## src/rtl/trap_entry.sv

```systemverilog
module trap_entry #(
  parameter int XLEN       = 32,
  parameter int CODE_W     = 8,
  parameter int NWIN       = 8,
  parameter int PAGE_BYTES = 4096,
  parameter int TL_MAX     = 5,
  parameter int CODE_LIMIT = 64,
  localparam int CWP_W     = $clog2(NWIN),
  localparam int TL_W      = $clog2(TL_MAX + 1)
) (
  input  logic              clk,
  input  logic              rst_n,
  input  logic              req,
  input  logic [CODE_W-1:0] code,
  input  logic              ovf_flush,
  input  logic [XLEN-1:0]   fault_pc,
  input  logic [XLEN-1:0]   fault_npc,
  input  logic [XLEN-1:0]   fault_addr,
  input  logic [15:0]       pstate_i,
  input  logic [7:0]        cc_i,
  input  logic [CWP_W-1:0]  cwp_i,
  input  logic [CWP_W-1:0]  cansave_i,
  input  logic [XLEN-1:0]   tba_i,
  input  logic [15:0]       int_pend_i,
  output logic              ack,
  output logic              busy,
  output logic              bad_code,
  output logic              tl_err,
  output logic [XLEN-1:0]   pc_o,
  output logic [XLEN-1:0]   npc_o,
  output logic [15:0]       pstate_o,
  output logic [CWP_W-1:0]  cwp_o,
  output logic [TL_W-1:0]   tl_o,
  output logic [XLEN-1:0]   tpc_o,
  output logic [XLEN-1:0]   tnpc_o,
  output logic [XLEN-1:0]   tstate_o,
  output logic [CODE_W-1:0] tt_o,
  output logic [XLEN-1:0]   badaddr_o,
  output logic [XLEN-1:0]   tag_o,
  output logic [15:0]       int_pend_o
);
  localparam logic [CODE_W-1:0] C_ITLB  = CODE_W'(8);
  localparam logic [CODE_W-1:0] C_DTLB  = CODE_W'(9);
  localparam logic [CODE_W-1:0] C_IFLT  = CODE_W'(10);
  localparam logic [CODE_W-1:0] C_DFLT  = CODE_W'(11);
  localparam logic [CODE_W-1:0] C_CLEAN = CODE_W'(12);
  localparam logic [CODE_W-1:0] C_OVF   = CODE_W'(13);
  localparam logic [CODE_W-1:0] C_UNF   = CODE_W'(14);
  localparam logic [CODE_W-1:0] C_IRQ0  = CODE_W'(32);
  localparam int B_AG = 0, B_IE = 1, B_PRIV = 2, B_ITE = 3, B_DTE = 4;
  localparam int EW = CWP_W + 2;
  localparam logic [EW-1:0] NWIN_E = EW'(NWIN);
  localparam logic [XLEN-1:0] PAGE_MASK = ~XLEN'(PAGE_BYTES - 1);
  localparam logic [TL_W-1:0] TL_TOP = TL_W'(TL_MAX);

  logic accept, is_soft, is_mem, is_irq, was_soft_q;
  logic [XLEN-1:0] vec, miss_addr;
  logic [15:0] ps_trap, irq_clr;
  logic [EW-1:0] cwp_ext, cwp_sum;
  logic [CWP_W-1:0] cwp_nx;
  logic [TL_W-1:0] tl_nx;
  logic [3:0] irq_idx;

  assign busy    = ack;
  assign accept  = req && !ack;
  assign is_soft = (code >= CODE_W'(1)) && (code <= CODE_W'(3));
  assign is_mem  = (code >= C_ITLB) && (code <= C_DFLT);
  assign is_irq  = (code >= C_IRQ0) && (code < C_IRQ0 + CODE_W'(16));
  assign vec     = tba_i | (XLEN'(code) << 5);
  assign irq_idx = 4'(code - C_IRQ0);
  assign irq_clr = is_irq ? (16'd1 << irq_idx) : 16'd0;
  assign tl_nx   = (tl_o < TL_TOP) ? tl_o + TL_W'(1) : tl_o;
  assign miss_addr = (code == C_ITLB) ? fault_pc : fault_addr;

  always_comb begin
    ps_trap = pstate_i;
    ps_trap[B_PRIV] = 1'b1;
    ps_trap[B_AG]   = 1'b1;
    ps_trap[B_IE]   = 1'b0;
    ps_trap[B_ITE]  = 1'b0;
    ps_trap[B_DTE]  = !is_mem;
  end

  always_comb begin
    cwp_ext = EW'(cwp_i);
    case (code)
      C_CLEAN: cwp_sum = cwp_ext + EW'(1);
      C_OVF:   cwp_sum = ovf_flush ? cwp_ext + EW'(cansave_i) + EW'(2) : cwp_ext + EW'(2);
      C_UNF:   cwp_sum = cwp_ext + NWIN_E - EW'(1);
      default: cwp_sum = cwp_ext;
    endcase
    cwp_nx = CWP_W'(cwp_sum % NWIN_E);
  end

  always_ff @(posedge clk) begin
    if (!rst_n) begin
      ack <= 1'b0; bad_code <= 1'b0; tl_err <= 1'b0; was_soft_q <= 1'b0;
      pc_o <= '0; npc_o <= '0; pstate_o <= '0; cwp_o <= '0; tl_o <= '0;
      tpc_o <= '0; tnpc_o <= '0; tstate_o <= '0; tt_o <= '0;
      badaddr_o <= '0; tag_o <= '0; int_pend_o <= '0;
    end else begin
      ack        <= accept;
      bad_code   <= 1'b0;
      tl_err     <= 1'b0;
      if (accept) begin
        was_soft_q <= is_soft;
        int_pend_o <= int_pend_i & ~irq_clr;
        if (is_soft) begin
          pc_o     <= fault_pc;
          npc_o    <= fault_npc;
          pstate_o <= pstate_i;
          cwp_o    <= cwp_i;
        end else begin
          pc_o     <= vec;
          npc_o    <= vec + XLEN'(4);
          pstate_o <= ps_trap;
          cwp_o    <= cwp_nx;
          tl_o     <= tl_nx;
          tl_err   <= (tl_nx == TL_TOP);
          bad_code <= (code == '0) || (code >= CODE_W'(CODE_LIMIT));
          tpc_o    <= fault_pc;
          tnpc_o   <= fault_npc;
          tstate_o <= XLEN'(pstate_i) | (XLEN'(cc_i) << 24) | (XLEN'(cwp_i) << 16);
          tt_o     <= code;
          if (code == C_ITLB || code == C_DTLB) begin
            badaddr_o <= miss_addr;
            tag_o     <= (miss_addr & PAGE_MASK) | XLEN'(1);
          end else if (code == C_IFLT) begin
            badaddr_o <= fault_pc;
          end else if (code == C_DFLT) begin
            badaddr_o <= fault_addr;
          end
        end
      end
    end
  end

  assert_single_ack_R13: assert property (@(posedge clk) disable iff (!rst_n)
    ack |=> !ack);
  assert_level_step_R2: assert property (@(posedge clk) disable iff (!rst_n)
    (ack && !was_soft_q && $past(tl_o) < TL_TOP) |-> tl_o == $past(tl_o) + TL_W'(1));
  assert_level_err_R2: assert property (@(posedge clk) disable iff (!rst_n)
    tl_err |-> (ack && tl_o == TL_TOP));
  assert_soft_level_R11: assert property (@(posedge clk) disable iff (!rst_n)
    (ack && was_soft_q) |-> $stable(tl_o) && $stable(tpc_o));
  assert_priv_flags_R5: assert property (@(posedge clk) disable iff (!rst_n)
    (ack && !was_soft_q) |-> pstate_o[B_PRIV] && pstate_o[B_AG] && !pstate_o[B_IE] && !pstate_o[B_ITE]);
  assert_npc_step_R1: assert property (@(posedge clk) disable iff (!rst_n)
    (ack && !was_soft_q) |-> npc_o == pc_o + XLEN'(4));
  assert_hold_R13: assert property (@(posedge clk) disable iff (!rst_n)
    !ack |-> $stable(tpc_o) && $stable(pc_o) && $stable(tl_o));
  assert_irq_clear_R10: assert property (@(posedge clk) disable iff (!rst_n)
    ack |-> $countones(int_pend_o) <= $countones($past(int_pend_i)));
endmodule

```

## config.mk

```make
export PLATFORM = sky130hd
export DESIGN_NAME = trap_entry
export DESIGN_NICKNAME = d
export VERILOG_FILES = /design/src/rtl/trap_entry.sv
export SDC_FILE = /design/constraint.sdc
export NUM_CORES = 1
export LEC_CHECK = 0
export BUFFER_PORTS_ARGS = -buffer_cell sky130_fd_sc_hd__buf_2
export CORE_MARGIN = 3
export CORE_UTILIZATION = 30
export CTS_CLUSTER_SIZE = 20
export DETAILED_ROUTE_END_ITERATION = 10
export PLACE_DENSITY = 0.6
export SLEW_MARGIN = 20
export SYNTH_ARGS = -nofsm -noshare
export SYNTH_HDL_FRONTEND = slang
export SYNTH_SLANG_ARGS = --single-unit
```

## constraint.sdc

```tcl
create_clock -name clk -period 6.43 [get_ports clk]
set_clock_uncertainty 0.2 [all_clocks]
set_input_delay 0.643 -clock clk [delete_from_list [all_inputs] [get_ports clk]]
set_output_delay 0.643 -clock clk [all_outputs]
set_load 0.02 [all_outputs]
```

# Word-level counts from Yosys, hierarchy flattened
# Index checks and enable logic that the tools add are counted.
# op_classes
add_sub_neg	9
n_mul	0
div	0
n_lt_le_gt_ge	8
eq_ne	8
n_shift	1
n_mux	12
bitwise_logic	8
reduce_logical	14
# ops
operator	n
$mux 32	6
$eq 8x4->1 const B	7
$add 32x3->32 const B	1
$or 16x32->32	1
$or 32x13->32	1
$or 32x19->32	1
$and 16x16->16	1
$mux 16	1
$not 16->16	1
$shl 1x4->16 const A	1
$add 3x1->3 const B	3
$mux 3	3
$pmux 3 s3	1
$ge 8x1->1 const B	1
$ge 8x4->1 const B	1
$ge 8x6->1 const B	1
$ge 8x7->1 const B	1
$le 8x2->1 const B	1
$le 8x4->1 const B	1
$logic_not 8->1	1
$lt 8x6->1 const B	1
$add 3x2->3 const B	2
$reduce_and 3->1	2
$mux 5	1
12 further kinds	19
# totals
register_bits	262
latchBits	0
ramBits	0
rom_bits	0
inputBits	186
out_inout_bits	274
elab_cells	75
memories	0

# Logic depth before layout (Yosys ltp)
# Gate-level depths: netlist of run 1.
# logic_depth
ltp_word	5
depth_mapped	9
depth_no_buf	9

# Worst setup path after synthesis of run 1
# No wires, ideal clock.
# synth_path
path_kind	input to register
from	in code[7]
to	reg npc_o[25]
setup_ns	0.134
arrival_time_ns	2.240
t_required_ns	6.096
slack_ns	3.857
path_stages	8
n_path_buf	4
path_cell_list	or4_1 buf_2 or3_1 buf_2 buf_6 nand2_1 buf_4 o22ai_1
# synth_via
elab_chain_cells	3
word_cells_on_any_way	6
classes_between	add/sub (1); order compare (2); mux (1); bitwise (1); reduce/logical (1)
# synth_rtl
element	line	rtl
start, declared	14	input logic [CODE_W-1:0] code,
$or 32x13->32 (tied with other cells)	69	assign vec = tba_i | (XLEN'(code) << 5);
$add 32x3->32 / $logic_and 1x1->1 (equally long branches)	115, 66	
$mux 32 *	108	if (is_soft) begin
end signal, assigned	110	npc_o <= fault_npc;
end signal, assigned	115	npc_o <= vec + XLEN'(4);
end, declared	30	output logic [XLEN-1:0] npc_o,
# Mark *: on every way between the ends. The rest lies on a longest branch, timed or not.
# A chain may end at the register's enable or synchronous reset.

# Final worst setup path of run 1
# Ends and elaborated chain as after synthesis.

==> reports/results.txt, run 1 <==
status: finished, final reports clean
Setup TNS: 0 ns
# hold bufs at CTS: 0
total wire length: 44600 um
EDFF count, synth: 0
Fmax: 334 MHz
Die Wd: 198 um
met2 usage: 35.0%
worst slew pin tran: 0.987 ns
initial core utilization: 30.8%
CP arrival: 3.18 ns
clk_lat worst skew: 0.55 ns
M3 GR Usage: 4.58%
IO Count: 460
Crit. End Element: register
RePlAce Congestion: 0.814
DR vias: 11100
die area: 39200 um2
synthesized-area fraction occupied by adder cells: 0.792%
initial antenna violation count: 6
WL/cell: 20.2 um
number of maximum-capacitance violations: 0
Unique masters post-synth: 60
Placeable Area: 35900 um2
Lkg Pwr: 6.34 nW
largest family of logic cells by synthesized area: simple AND/OR/NAND/NOR gates
Layout fillers: 3767
Non-Filler Instances: 2204
Most used DFF post-synth: dfxtp_1
placed cell areas: 13500 um2
Root Driver: clkbuf_16
Global Route Usage Sum: 21.2%
DRC errors left: 0
Initial DRC Count: 529
Layout area overhead: 29.7%
CTS tree: built
placed cell count: 2153
largest net degree at the start of global routing: 144
Async S/R FF share, synth: 0%
final setup vio count: 0
FF/Latch Area: 5140 um2
CP required: 6.61 ns
power density cells: 272 nW/um2
row count: 69
IO buf count: 443
Die Ht: 198 um
Num CTS Buffers: 29
clk sinks: 257
M1 GR Usage: 28.0%
post-synthesis compound-gate area fraction: 20.0%
Mapped Area: 11100 um2
depth of the CTS H-tree: 1
mux cell area share after synthesis: 4.70%
synthesized area per cell: 8.21 um2
vias per cell: 5.03
Antenna Nets Post-Route: 0
Yosys reg bits: 257
crit path max fanout: 46
sequential share of the synthesized area: 46.5%
Worst slew margin: 34.2%
commonest cells after routing, fill and taps aside: 443 x buf_2, 327 x nand2_1, 257 x dfxtp_1, 166 x a21oi_1, 101 x nor2_1
share of cells above drive strength 1: 30.1%
Hold Crit Class: in2reg
WS Path Type: in2reg
Nets: 1916
Max Slew Vio Count: 0
RSZ-0062 raised after global routing: no
area of the multi-input gates: 5370 um2
global route overflow: 0
maximum buffer depth of the clock tree: 3
first-pass GRT wire length: 64800 um
gr busiest metal: met2
post-layout min period: 3.00 ns
vias in the first global route: 10500
fin area: 14400 um2
First-pass DRT Iterations: 5
maximum VDD drop: 0.179 mV
Synth Instances: 1348
Resize count post-CTS: 0
commonest non-fill, non-tap cell in the layout: buf_2
Startpoint Class: primary input
Simple-Gate Fraction of Synth Area: 20.1%
final count of hold timing violations: 0
synth warn: 0
Clock transition at path regs: 0.06 ns
post-synthesis xor/xnor area fraction: 2.04%
DP HPWL: 32800 um
Post-CTS Setup Inserts: 0
fin crit share: 46.6%
==> worst paths after layout <==
| check | start | to | slack (ns) | depth (start not counted) |
|---|---|---|---|---|
| setup reg to reg | ack$_SDFF_PN0_ | badaddr_o[24]$_SDFFE_PN0P_ | 3.85 | 6 |
| setup / recovery | code[7] | npc_o[25]$_SDFFE_PN0P_ | 3.43 | 6 |
| hold reg to reg | pstate_o[1]$_SDFFE_PN0P_ | pstate_o[1]$_SDFFE_PN0P_ | 0.25 | 2 |
| hold / removal | cc_i[3] | tstate_o[27]$_SDFFE_PN0P_ | 0.13 | 3 |
==> layout make-up <==
type | instances | area share, %
Timing Repair Buffer | 457 | 16.2
Inverter | 9 | 0.288
Clock buffer | 42 | 5.61
Tap cell | 461 | 4.02
Clock inverter | 4 | 0.532
Sequential cell | 257 | 35.8
Antenna cell | 5 | 0.0872
Multi-Input combinational cell | 969 | 37.4
==> per-stage QoR <==
stage	hold WS, ns	util, %	power (mW)	worst slack [ns]
floorplan	0.330	-	2.09	3.86
global placement	0.236	37.5	2.34	2.80
detailed placement	0.243	37.5	2.35	2.70
CTS	0.107	39.9	3.96	3.28
global route	0.121	39.9	4.07	3.32
finish	0.129	40.0	3.91	3.43
==> cell families (layout without fill, tap and decap cells) <==
logic type                 count (synthesis)  after routing
muxes                                     52             52
adders and majority gates                  7              7
AOI/OAI and AO/OA                        351            351
other                                      1             21
xor gates and xnor gates                  24             24
and+or+nand+nor                          519            519
buffers and inverters                    137            512
DFF                                      257            257
==> worst max-delay path: stages <==
cell     delay (ns)
buf_2          0.15
or4_1          0.68
or3_2          0.72
buf_4          0.38
nand2_1        0.41
o22ai_1        0.16
==> power by group <==
part           total [mW]  internal (mW)  switching (mW)
clock network        1.60          0.935           0.665
logic               0.592          0.188           0.404
registers            1.72           1.68          0.0413
total                3.91           2.80            1.11
==> registers in the layout (all words and copies together), names as in the netlist, 3 cells and up, named ones only <==
signal / cells
int_pend_o: 16
badaddr_o: 32
pstate_o: 16
npc_o: 32
tag_o: 21
tt_o: 8
pc_o: 32
tpc_o: 32
cwp_o: 3
tnpc_o: 32
tstate_o: 27
==> synthesized netlist by cell type, drive strengths merged (4+ instances only) <==
library cell	number	area share (%)
nand2	328	11
dfxtp	257	47
a21oi	167	7.6
nor2	107	3.7
clkbuf	73	2.5
a211oi	61	4.3
buf	55	3.1
mux2i	52	4.7
o21ai	32	1.4
a311oi	24	1.9
o211ai	21	1.4
nand3	18	0.81
xnor2	18	1.4
nor3	17	0.92
o22ai	11	0.62
nor4	10	0.93
a31oi	9	0.51
inv	8	0.27
and3	7	0.40
ha	7	0.79
or3	6	0.34
o21a	5	0.34
o311ai	5	0.40
xor2	5	0.40
a32oi	4	0.32
and2	4	0.23
nand2b	4	0.23
nor4b	4	0.37
==> per-layer routing <==
metal,share of wire (%),up-vias,wire length [um]
met5,0.076,-,34
met4,3.0,6,1320
met3,7.3,79,3260
met2,47,398,21100
met1,42,5192,18900
li1,-,5401,-
(Power assumes the default switching activity.)
==> run 2: changes to the inputs <==
--- a/config.mk
+++ b/config.mk
@@ -10,7 +10,7 @@
 export CORE_UTILIZATION = 30
 export CTS_CLUSTER_SIZE = 20
 export DETAILED_ROUTE_END_ITERATION = 10
-export PLACE_DENSITY = 0.6
+export PLACE_DENSITY = 0.62
 export SLEW_MARGIN = 20
 export SYNTH_ARGS = -nofsm -noshare
 export SYNTH_HDL_FRONTEND = slang
==> constraint.sdc (replaced) <==
create_clock -name clk -period 2.7 [get_ports clk]
set_clock_uncertainty 0.2 [all_clocks]
set_input_delay 0.27 -clock clk [delete_from_list [all_inputs] [get_ports clk]]
set_output_delay 0.27 -clock clk [all_outputs]
set_load 0.02 [all_outputs]
==> run 2 against run 1 <==
Net effect:
- count of clock-buffer cells in the layout increased by 2
- combinational power rose to 2.9 times the previous value
- register-to-register slack got worse by 3.4 ns
- total power rose to 2.5 times the previous value
- worst hold slack worse by 0.071 ns
- critical endpoint is now cwp_o[1]$_SDFFE_PN0P_
- sequential power is 140% higher
- via count is 9.5% higher
- core utilization up 6.3 points
- final cell count up 9.6%
- first-iteration DRC count is 27% higher
- non-clock buffer count grew 211
- critical path depth is 5 higher
==> reports/results.txt, run 2 (synthesis results as in run 1) <==
final count of hold timing violations: 0
Int Pwr: 7.09 mW
fin area: 16600 um2
Clock transition at path regs: 0.06 ns
Sw Ratio: 27.9%
Layout area overhead: 50.2%
Crit-path slowest cell: a2111oi_0
fin util: 46.3%
DRC errors left: 0
first-pass GRT wire length: 72300 um
RePlAce Congestion: 0.802
placed cell areas: 13900 um2
Num CTS Buffers: 29
vias in the first global route: 12000
Global Route Usage Sum: 23.6%
commonest non-fill, non-tap cell in the layout: buf_2
die area: 39200 um2
Antenna Nets Post-Route: 0
commonest cells after routing, fill and taps aside: 443 x buf_2, 326 x nand2_1, 257 x dfxtp_1, 180 x dlygate4sd3_1, 166 x a21oi_1
Max Slew Vio Count: 0
First-pass DRT Iterations: 5
Die Ht: 198 um
total wire length: 48600 um
Crit. End Element: register
Hold Crit Class: in2reg
largest net degree at the start of global routing: 96
clk_lat worst skew: 0.55 ns
initial core utilization: 30.8%
vias per cell: 5.02
Lkg Pwr: 7.34 nW
WS Path Type: in2reg
status: finished, final reports clean
Placeable Area: 35900 um2
depth of the CTS H-tree: 1
Clk pwr share: 41.0%
worst slew pin tran: 0.926 ns
clk sinks: 257
DR vias: 12100
initial antenna violation count: 6
crit path max fanout: 6
critical path's largest stage delay: 0.76 ns
maximum buffer depth of the clock tree: 3
Post-CTS Setup Inserts: 0
IO Count: 460
sequence of cells on the critical path: dlygate4sd3_1 -> buf_2 -> inv_1 -> ha_1 -> inv_1 -> ha_1 -> a211o_1 -> o22ai_1 -> a2111oi_0 -> buf_4 -> o21a_1
fin crit share: 97.6%
Setup TNS: 0 ns
Power, Total: 9.84 mW
CTS tree: built
RSZ-0062 raised after global routing: no
CP required: 3.00 ns
Worst slew margin: 38.1%
maximum VDD drop: 0.425 mV
Fmax: 380 MHz
WL/cell: 20.1 um
power density cells: 592 nW/um2
Initial DRC Count: 674
row count: 69
IO buf count: 443
final setup vio count: 0
share of cells above drive strength 1: 28.7%
Nets: 2127
Sw Pwr: 2.75 mW
Root Driver: clkbuf_16
share of power burned in registers: 41.7%
Layout fillers: 3475
Comb pwr share: 17.3%
Startpoint Class: primary input
global route overflow: 0
Die Wd: 198 um
DP HPWL: 34300 um
CP arrival: 2.93 ns
number of maximum-capacitance violations: 0
post-layout min period: 2.63 ns
-- run 2: changes by cell type in the layout (fill, tap and decap cells not counted), sizes merged, moves of 2 or more --
cell,delta
diode,-2
buf,+31
dlygate4sd3,+180
clkbuf,+2
-- run 2: layout make-up --
cell class | instances | area, um2 | share of cell area (%)
diodes | 3 | 7.51 | 0.0452
clock buffers | 44 | 852 | 5.13
clock inverters | 5 | 103 | 0.617
inverters | 9 | 41.3 | 0.248
multi-input cells | 969 | 5380 | 32.3
flip-flops and latches | 257 | 5140 | 31.0
well taps | 461 | 577 | 3.47
repair buffers | 668 | 4520 | 27.2
-- run 2: critical path: cells and delay by family --
family	cells	cell delay, ns
adder cells (fa/ha/maj)	2	0.55
buffers and inverters	5	1.06
AO/OA/AOI/OAI	4	1.04
-- run 2: worst paths after layout --
path | start | cells past startpoint | slack (ns) | endpoint
max reg2reg | ack$_SDFF_PN0_ | 5 | 0.45 | tpc_o[13]$_SDFFE_PN0P_
max | cwp_i[1] | 11 | 0.07 | cwp_o[1]$_SDFFE_PN0P_
min | tba_i[5] | 5 | 0.06 | pc_o[5]$_SDFFE_PN0P_
min reg2reg | int_pend_o[14]$_SDFFE_PN0P_ | 2 | 0.25 | int_pend_o[14]$_SDFFE_PN0P_
-- run 2: per-stage QoR --
step           instances  worst slack (ns)  hold WS, ns
5_1_grt             2416            0.0204       0.0593
2_1_floorplan       1363             0.500        0.206
3_5_place_dp        2184            0.0895        0.242
3_3_place_gp        2184            0.0563        0.236
6_report            2416            0.0650       0.0578
4_1_cts             2413            0.0137      0.00658
-- run 2: timing repair --
action | in CTS | in global routing
resized for setup | 0 | 2
setup endpoints to repair | 0 | 4
endpoints found under the hold margin | 248 | 0
hold buffers | 180 | 0
-- run 2: power by group through the flow --
| stage | clock network, mW | registers [mW] | logic (mW) |
|---|---|---|---|
| after detailed placement | 0 | 4.18 | 1.49 |
| after global routing | 4.28 | 4.12 | 1.84 |
| after CTS | 4.14 | 4.10 | 1.70 |
| final | 4.03 | 4.10 | 1.71 |
| after global placement | 0 | 4.17 | 1.47 |
| after floorplan | 0 | 4.41 | 0.567 |
-- run 2: routing by layer --
| metal | GRT usage, % | wire length [um] | vias up |
|---|---|---|---|
| met5 | 0 | 9 | - |
| met4 | 9.67 | 2020 | 2 |
| met3 | 5.16 | 3570 | 116 |
| met2 | 38.7 | 22500 | 488 |
| met1 | 30.4 | 20500 | 5693 |
| li1 | - | - | 5834 |
